--- config.mk ---
export PLATFORM = sky130hd
export DESIGN_NAME = clk_ratio_gen
export DESIGN_NICKNAME = d
export VERILOG_FILES = /design/src/rtl/clkdiv_pkg.sv /design/src/rtl/ratio_shadow.sv /design/src/rtl/ratio_counter.sv /design/src/rtl/clk_ratio_gen.sv
export SDC_FILE = /design/constraint.sdc
export NUM_CORES = 1
export LEC_CHECK = 0
export ABC_AREA = 1
export ABC_CLOCK_PERIOD_IN_PS = 2420
export BUFFER_PORTS_ARGS = -buffer_cell sky130_fd_sc_hd__buf_2
export CAP_MARGIN = 25
export CORE_MARGIN = 4
export CORE_UTILIZATION = 43
export DETAILED_ROUTE_END_ITERATION = 16
export SYNTH_ARGS = -nofsm -noshare
export SYNTH_HDL_FRONTEND = slang
export SYNTH_HIERARCHICAL = 1
export SYNTH_SLANG_ARGS = --single-unit
--- constraint.sdc ---
create_clock -name clk -period 2.42 [get_ports clk]
set_clock_uncertainty 0.05 [all_clocks]
set_input_delay 0.484 -clock clk [delete_from_list [all_inputs] [get_ports clk]]
set_output_delay 0.484 -clock clk [all_outputs]
set_load 0.05 [all_outputs]
--- src/rtl/clkdiv_pkg.sv ---
package clkdiv_pkg;

  // Power-of-two core ratio select
  typedef enum logic [1:0] {
    CSEL_D1 = 2'd0,
    CSEL_D2 = 2'd1,
    CSEL_D4 = 2'd2,
    CSEL_D8 = 2'd3
  } core_sel_e;

  localparam int unsigned CORE_MAX_RATIO = 8;
  localparam int unsigned CORE_CW        = 4;

  function automatic logic [CORE_CW-1:0] core_sel_ratio(input core_sel_e s);
    logic [CORE_CW-1:0] r;
    r = CORE_CW'(1) << s;
    return r;
  endfunction

endpackage

--- src/rtl/ratio_shadow.sv ---
module ratio_shadow
  import clkdiv_pkg::*;
#(
  parameter int unsigned SYS_W = 4
) (
  input  logic             clk,
  input  logic             rst,
  input  logic             wr_en,
  input  logic [SYS_W-1:0] wr_sys,
  input  core_sel_e        wr_core,
  output logic [SYS_W-1:0] sys_pend,
  output core_sel_e        core_pend,
  output logic             err
);

  localparam logic [SYS_W-1:0] SYS_SLOWEST = {SYS_W{1'b1}};

  logic sys_valid;
  assign sys_valid = (wr_sys != '0);

  always_ff @(posedge clk) begin
    if (rst) begin
      sys_pend  <= SYS_SLOWEST;
      core_pend <= CSEL_D8;
      err       <= 1'b0;
    end else if (wr_en) begin
      core_pend <= wr_core;
      err       <= !sys_valid;
      if (sys_valid) sys_pend <= wr_sys;
    end
  end

  assert_zero_ignored_R6: assert property (@(posedge clk) disable iff (rst)
    (wr_en && wr_sys == '0) |=> ($stable(sys_pend) && err));

  assert_valid_clears_R7: assert property (@(posedge clk) disable iff (rst)
    (wr_en && wr_sys != '0) |=> (!err && sys_pend == $past(wr_sys)));

  assert_pend_nonzero_R6: assert property (@(posedge clk) disable iff (rst)
    sys_pend != '0);

endmodule

--- src/rtl/ratio_counter.sv ---
module ratio_counter #(
  parameter int unsigned CW        = 4,
  parameter int unsigned RST_RATIO = 15
) (
  input  logic          clk,
  input  logic          rst,
  input  logic [CW-1:0] ratio_pend,
  output logic          en,
  output logic          sq
);

  logic [CW-1:0] cnt, act;
  logic [CW-1:0] nxt_cnt, nxt_act;
  logic [CW:0]   half;
  logic          wrap;

  always_comb begin
    wrap    = (cnt == act - 1'b1);
    nxt_cnt = wrap ? '0 : cnt + 1'b1;
    nxt_act = wrap ? ratio_pend : act;
    half    = ({1'b0, nxt_act} + (CW+1)'(1)) >> 1;
  end

  always_ff @(posedge clk) begin
    if (rst) begin
      cnt <= '0;
      act <= CW'(RST_RATIO);
      en  <= 1'b0;
      sq  <= 1'b0;
    end else begin
      cnt <= nxt_cnt;
      act <= nxt_act;
      en  <= wrap;
      sq  <= ({1'b0, nxt_cnt} < half);
    end
  end

  assert_cnt_below_ratio_R2: assert property (@(posedge clk) disable iff (rst)
    cnt < act);

  assert_hold_between_wraps_R5: assert property (@(posedge clk) disable iff (rst)
    !en |-> $stable(act));

  assert_unit_ratio_R8: assert property (@(posedge clk) disable iff (rst)
    (act == CW'(1)) |=> en);

  assert_sq_on_pulse_R4: assert property (@(posedge clk) disable iff (rst)
    en |-> sq);

endmodule

--- src/rtl/clk_ratio_gen.sv ---
module clk_ratio_gen
  import clkdiv_pkg::*;
#(
  parameter int unsigned SYS_W = 4
) (
  input  logic             clk,
  input  logic             rst,
  input  logic             cfg_wr,
  input  logic [SYS_W-1:0] cfg_sys_div,
  input  logic [1:0]       cfg_core_sel,
  output logic             sys_ce,
  output logic             sys_sq,
  output logic             core_ce,
  output logic             core_sq,
  output logic             sys_div_err
);

  localparam int unsigned SYS_SLOWEST = (1 << SYS_W) - 1;

  logic [SYS_W-1:0]   sys_pend;
  core_sel_e          core_pend;
  logic [CORE_CW-1:0] core_ratio;

  ratio_shadow #(.SYS_W(SYS_W)) shadow_i (
    .clk       (clk),
    .rst       (rst),
    .wr_en     (cfg_wr),
    .wr_sys    (cfg_sys_div),
    .wr_core   (core_sel_e'(cfg_core_sel)),
    .sys_pend  (sys_pend),
    .core_pend (core_pend),
    .err       (sys_div_err)
  );

  assign core_ratio = core_sel_ratio(core_pend);

  ratio_counter #(.CW(SYS_W), .RST_RATIO(SYS_SLOWEST)) sys_div_i (
    .clk        (clk),
    .rst        (rst),
    .ratio_pend (sys_pend),
    .en         (sys_ce),
    .sq         (sys_sq)
  );

  ratio_counter #(.CW(CORE_CW), .RST_RATIO(CORE_MAX_RATIO)) core_div_i (
    .clk        (clk),
    .rst        (rst),
    .ratio_pend (core_ratio),
    .en         (core_ce),
    .sq         (core_sq)
  );

  assert_core_pulse_after_reset_R1: assert property (@(posedge clk)
    rst |=> (!sys_ce && !core_ce && !sys_div_err));

endmodule

# == Yosys cells after proc, flatten, opt, wreduce, memory -nomap -nowiden ==
# Index checks and enable logic that the tools add are counted.
# op_classes
eq_ne,2
addsub,6
shift,1
order_cmp,2
mux,4
n_reduce_logical,3
# ops
op,n
$mux W4,4
$add A4 B1 Y5 const B,2
$add A4 B1 Y4 const B,2
$eq A4 B4 Y1,2
$lt A4 B4 Y1,2
$sub A4 B1 Y4 const B,2
$reduce_bool A4 Y1,1
$shl A1 B2 Y4 const A,1
$reduce_and A2 Y1,1
$logic_not A1 Y1,1
# totals
reg_bits,27
inputBits,9
word_cells,29

# == Depth between registers and ports, before layout ==
# logic_depth
depth_word,5
ltp_mapped,19
depth_no_buf,19

# == Hierarchy ==
# The synthesis kept the hierarchy.
# modules_own_cells
module,instances,cells_each,area_per_inst_um2
ratio_counter (core_div_i),1,91,668.1
ratio_counter (sys_div_i),1,90,659.4
ratio_shadow,1,34,264.0
clk_ratio_gen,1,7,26.3

# == Worst setup path after synthesis ==
# OpenSTA, ideal clock, no wires.
# synth_path
path_kind,flip-flop to flip-flop
from,register core_div_i.act[0]
to,register core_div_i.sq
t_arrival_ps,2189
path_slack_ps,115
n_path_buf,0
period_less_slack_ps,2305
path_stages_with_launch,18
required_ps,2304
cell_sequence,dfxtp_1 > inv_1 > ha_1 > nand2_1 > inv_1 > nor2_1 > nand2_1 > nor2_4 > nand2_4 > clkinv_4 > nand2_4 > nand2_4 > ha_1 > nand3_1 > ha_1 > a21oi_1 > nand2_1 > a21oi_2
# synth_between
elab_chain_cells,5
elab_cells_between_ends,6
cone_classes,add/sub: 2; order compare: 1; eq/ne: 1; mux: 2
# synth_rtl
element,line,rtl
from (decl),ratio_counter.sv:12,"logic [CW-1:0] cnt, act;"
from (signal assigned),ratio_counter.sv:27,act <= CW'(RST_RATIO);
from (signal assigned),ratio_counter.sv:32,act <= nxt_act;
$sub A4 B1 Y4,ratio_counter.sv:18,wrap = (cnt == act - 1'b1);
$eq A4 B4 Y1,ratio_counter.sv:18,
$mux W4,ratio_counter.sv:20,nxt_act = wrap ? ratio_pend : act;
net core_div_i.nxt_act[1],ratio_counter.sv:13,"logic [CW-1:0] nxt_cnt, nxt_act;"
$add A4 B1 Y5,ratio_counter.sv:21,"half = ({1'b0, nxt_act} + (CW+1)'(1)) >> 1;"
$lt A4 B4 Y1,ratio_counter.sv:34,"sq <= ({1'b0, nxt_cnt} < half);"
to (signal assigned),ratio_counter.sv:34,
to (decl),ratio_counter.sv:9,output logic sq
# The timed path passes the listed nets, and every way through them passes these cells.
# A chain may end at the register's enable or synchronous reset.

# == Worst setup path in the final report ==
# layout_path
from,register core_div_i.act[1]
to,register core_div_i.sq
# layout_between
elab_chain_cells,5
elab_cells_between_ends,6
cone_classes,add/sub: 2; order compare: 1; eq/ne: 1; mux: 2
# layout_rtl
element,line
$sub A4 B1 Y4,ratio_counter.sv:18
$eq A4 B4 Y1,ratio_counter.sv:18
$mux W4 *,ratio_counter.sv:20
net core_div_i.nxt_act[1],ratio_counter.sv:13
$add A4 B1 Y5 *,ratio_counter.sv:21
$lt A4 B4 Y1 *,ratio_counter.sv:34
# The timed path passes the listed nets; every way through them passes the cells marked *.

==> impl_results.md <==
* Status: finished clean
* Reg-to-reg critical path startpoint: core_div_i/act[1]
* Initial core utilization at between 40 and 50%
* Syn Std Cell Area at 1620 µm²
* Clock Tree Buf Depth at 2
* VDD IR max at 0.215 mV
* # rows at 22
* Hold-fix buffers at CTS at 0
* Per-cell routed wire length at 10.7 µm
* M1 GR Usage at 19.5%
* Clk sinks at 27
* DIE HEIGHT at 69.3 µm
* Hold Crit Start: cfg_core_sel[1]
* Gpl congestion at 0.740
* Worst-Skew Late Latency at between 0.2 and 0.3 ns
* #FFs+latches synth at 27
* Synth-to-Final Area Change at 23.9%
* Total GRT Usage at 13.6%
* Most Used Layer, Global Route: met2
* Adder-Cell Fraction of Synth Area at 9.28%
* MaxCap Viol Count at 0
* CTS tree: built
* Worst Tran Pin Value at about 0.38 ns
* Simple-Gate Fraction of Synth Area at 37.1%
* Antenna Cells at 0
* First-pass GRT wire length at ~5.4 mm
* Hold Vio Cnt, Final at 0
* PortBufs at 13
* XOR/XNOR Fraction of Synth Area at 6.50%
* Sequential cell area at 546 µm²
* Pwr dens at around 440 nW/µm²
* DIE AREA at ~4800 µm²
* Main combinational cell family by area after synthesis: simple AND/OR/NAND/NOR gates
* Vias in the first global route at approximately 1300
* P_leak at 1.04 nW
* Hold WC Path Type: primary input to flop
* Worst Setup SP: core_div_i/act[1]
* Final Critical Period at 2.25 ns
* GRT met3 Usage at 2.17%
* Total design power at 0.877 mW
* Fillers at between 300 and 400
* Vias per cell at 4.69
* Worst setup path category: flop to flop
* Core Region at 3660 µm²
* CTS buffer count at 3
* Commonest non-fill, non-tap cell in the layout: nand2_1
* Initial antenna violation count at 0
* Vias at 1397
* Final net count at about 270
* WP data arrival at 2.42 ns
* Worst EP required at 2.59 ns
* DRT antenna net count at 0
* Crit-path max FO at 5
* Post-synthesis sequential area ratio at 33.4%
* Final setup violation count at 0
* Avg Synthesized Cell Area at 7.29 µm²
* Core Util, Final at 54.8%
* Maximum clock rate at 0.445 GHz
* Warnings from Yosys at 6
* GRT overflow at 0
* CTS H-Tree Depth at 1
* Largest net degree at the start of global routing at 21
* Root buf cell: clkbuf_8
* Crit path capture type: flop
* Clk slew on worst S/H paths at ~0.09 ns
* Mux share of post-synthesis cell area at 0%
* Detailed Route WL at between 3 and 4 mm
* Slew margin rel. at ~75%
* Io pins at 14
* Die W at 69.3 µm
* Syn Nets at between 200 and 250
* Commonest non-fill, non-tap cells in the layout: nand2_1, inv_1, dfxtp_1, nor2_1, nand3_1
* DR DRC count at 0
* Post-synthesis cell type count at 21
* Cell count after synthesis at ~220
* Max-slew violation count at 0
* Drt first-iter violations at 32
* Proportion of layout cells with a drive suffix above 1 at 33.6%
* TritonRoute pass-1 iters at 4
* Startpoint types: flop
* Post-synthesis compound-gate area fraction at 4.49%
* Grt met2 use at 20.0%
* DP HPWL at 2.30 mm
* Period utilization at 92.8%
* Area of the multi-input gates at 1060 µm²
* Reg-to-reg setup timing slack at 0.17 ns
cell usage after synthesis:
master	instances	area share [%]
nand2_2	11	4.3
o21ai_1	1	0.31
xnor2_1	6	3.2
nand3_2	2	1.2
nor2_4	2	1.4
nand2_4	6	4.2
nand2_1	56	13
clkbuf_1	1	0.23
ha_1	12	9.3
a21oi_1	10	3.1
clkinv_4	2	1.1
nand3_1	19	5.9
buf_6	1	0.70
nor2_1	18	4.2
xor2_1	6	3.2
inv_1	31	7.2
nor3_1	6	1.9
nor2_2	1	0.39
nand4_1	2	0.77
a21oi_2	2	1.1
dfxtp_1	27	33
flip-flops by register name, summed over array words and instances, names as in the netlist:
name and flops:
core_div_i/act 4, core_div_i/cnt 4, core_div_i/en 1, core_div_i/sq 1
shadow_i/core_pend 2, shadow_i/err 1, shadow_i/sys_pend 4, sys_div_i/act 4
sys_div_i/cnt 4, sys_div_i/en 1, sys_div_i/sq 1
power by group:
group | switching [mW] | internal [mW] | total, mW
clock network | 0.145 | 0.116 | 0.261
logic | 0.0833 | 0.0497 | 0.133
registers | 0.0183 | 0.465 | 0.483
critical path, cell delays in order, from the launching register on:
cell,delay [ns]
dfxtp_2,0.36
inv_2,0.05
ha_4,0.26
nor2_1,0.03
nor2_1,0.09
nand2_1,0.09
nor2_4,0.16
nand2_4,0.10
clkinv_4,0.06
nand2_4,0.05
nand2_4,0.07
ha_2,0.21
nand3_2,0.10
ha_4,0.23
a21oi_2,0.11
nand2_1,0.07
a21oi_2,0.09
repair_timing:
item / in CTS / in global routing
buffers inserted: 0 / 6
setup endpoints to repair: 1 / 2
pin swaps: 1 / 16
resized for setup: 2 / 30
per-stage QoR:
stage               instances  setup WS [ns]  TNS (ns)  cell area [µm²]  hold slack (ns)
floorplan                 222          0.115         0             1620            0.370
CTS                       292         0.0212         0             1830            0.357
global placement          288         0.0266         0             1780            0.381
finish                    298          0.173         0             2000            0.360
global route              298        -0.0354   -0.0588             2000            0.382
detailed placement        288        0.00946         0             1780            0.393
final timing paths:
kind / to / depth (start not counted)
worst max register to register: core_div_i/sq / 16
worst min-delay path: shadow_i/core_pend[1] / 3
worst max-delay path: core_div_i/sq / 16
worst min register to register: shadow_i/sys_pend[3] / 2
cell type report:
cell class | count | share of cell area (%)
clock buffer | 3 | 2.06
clock inverter | 1 | 0.250
inverter | 33 | 6.68
multi-input combinational | 160 | 52.7
sequential | 27 | 27.2
tap | 48 | 3.00
timing repair buffer | 26 | 8.11
kinds of logic after synthesis:
group,after synthesis
AO/OA/AOI/OAI,13
XOR/XNOR,12
adder cells (fa/ha/maj),12
buffers and inverters,35
flip-flops,27
AND/OR/NAND/NOR,123
routing by layer:
metal | part of all wire (%) | vias to the layer above
met5 | 0 | -
met4 | 1.7 | 0
met3 | 3.0 | 5
met2 | 43 | 21
met1 | 52 | 623
li1 | - | 748
Note: power is estimated with default switching activity, not from simulation.
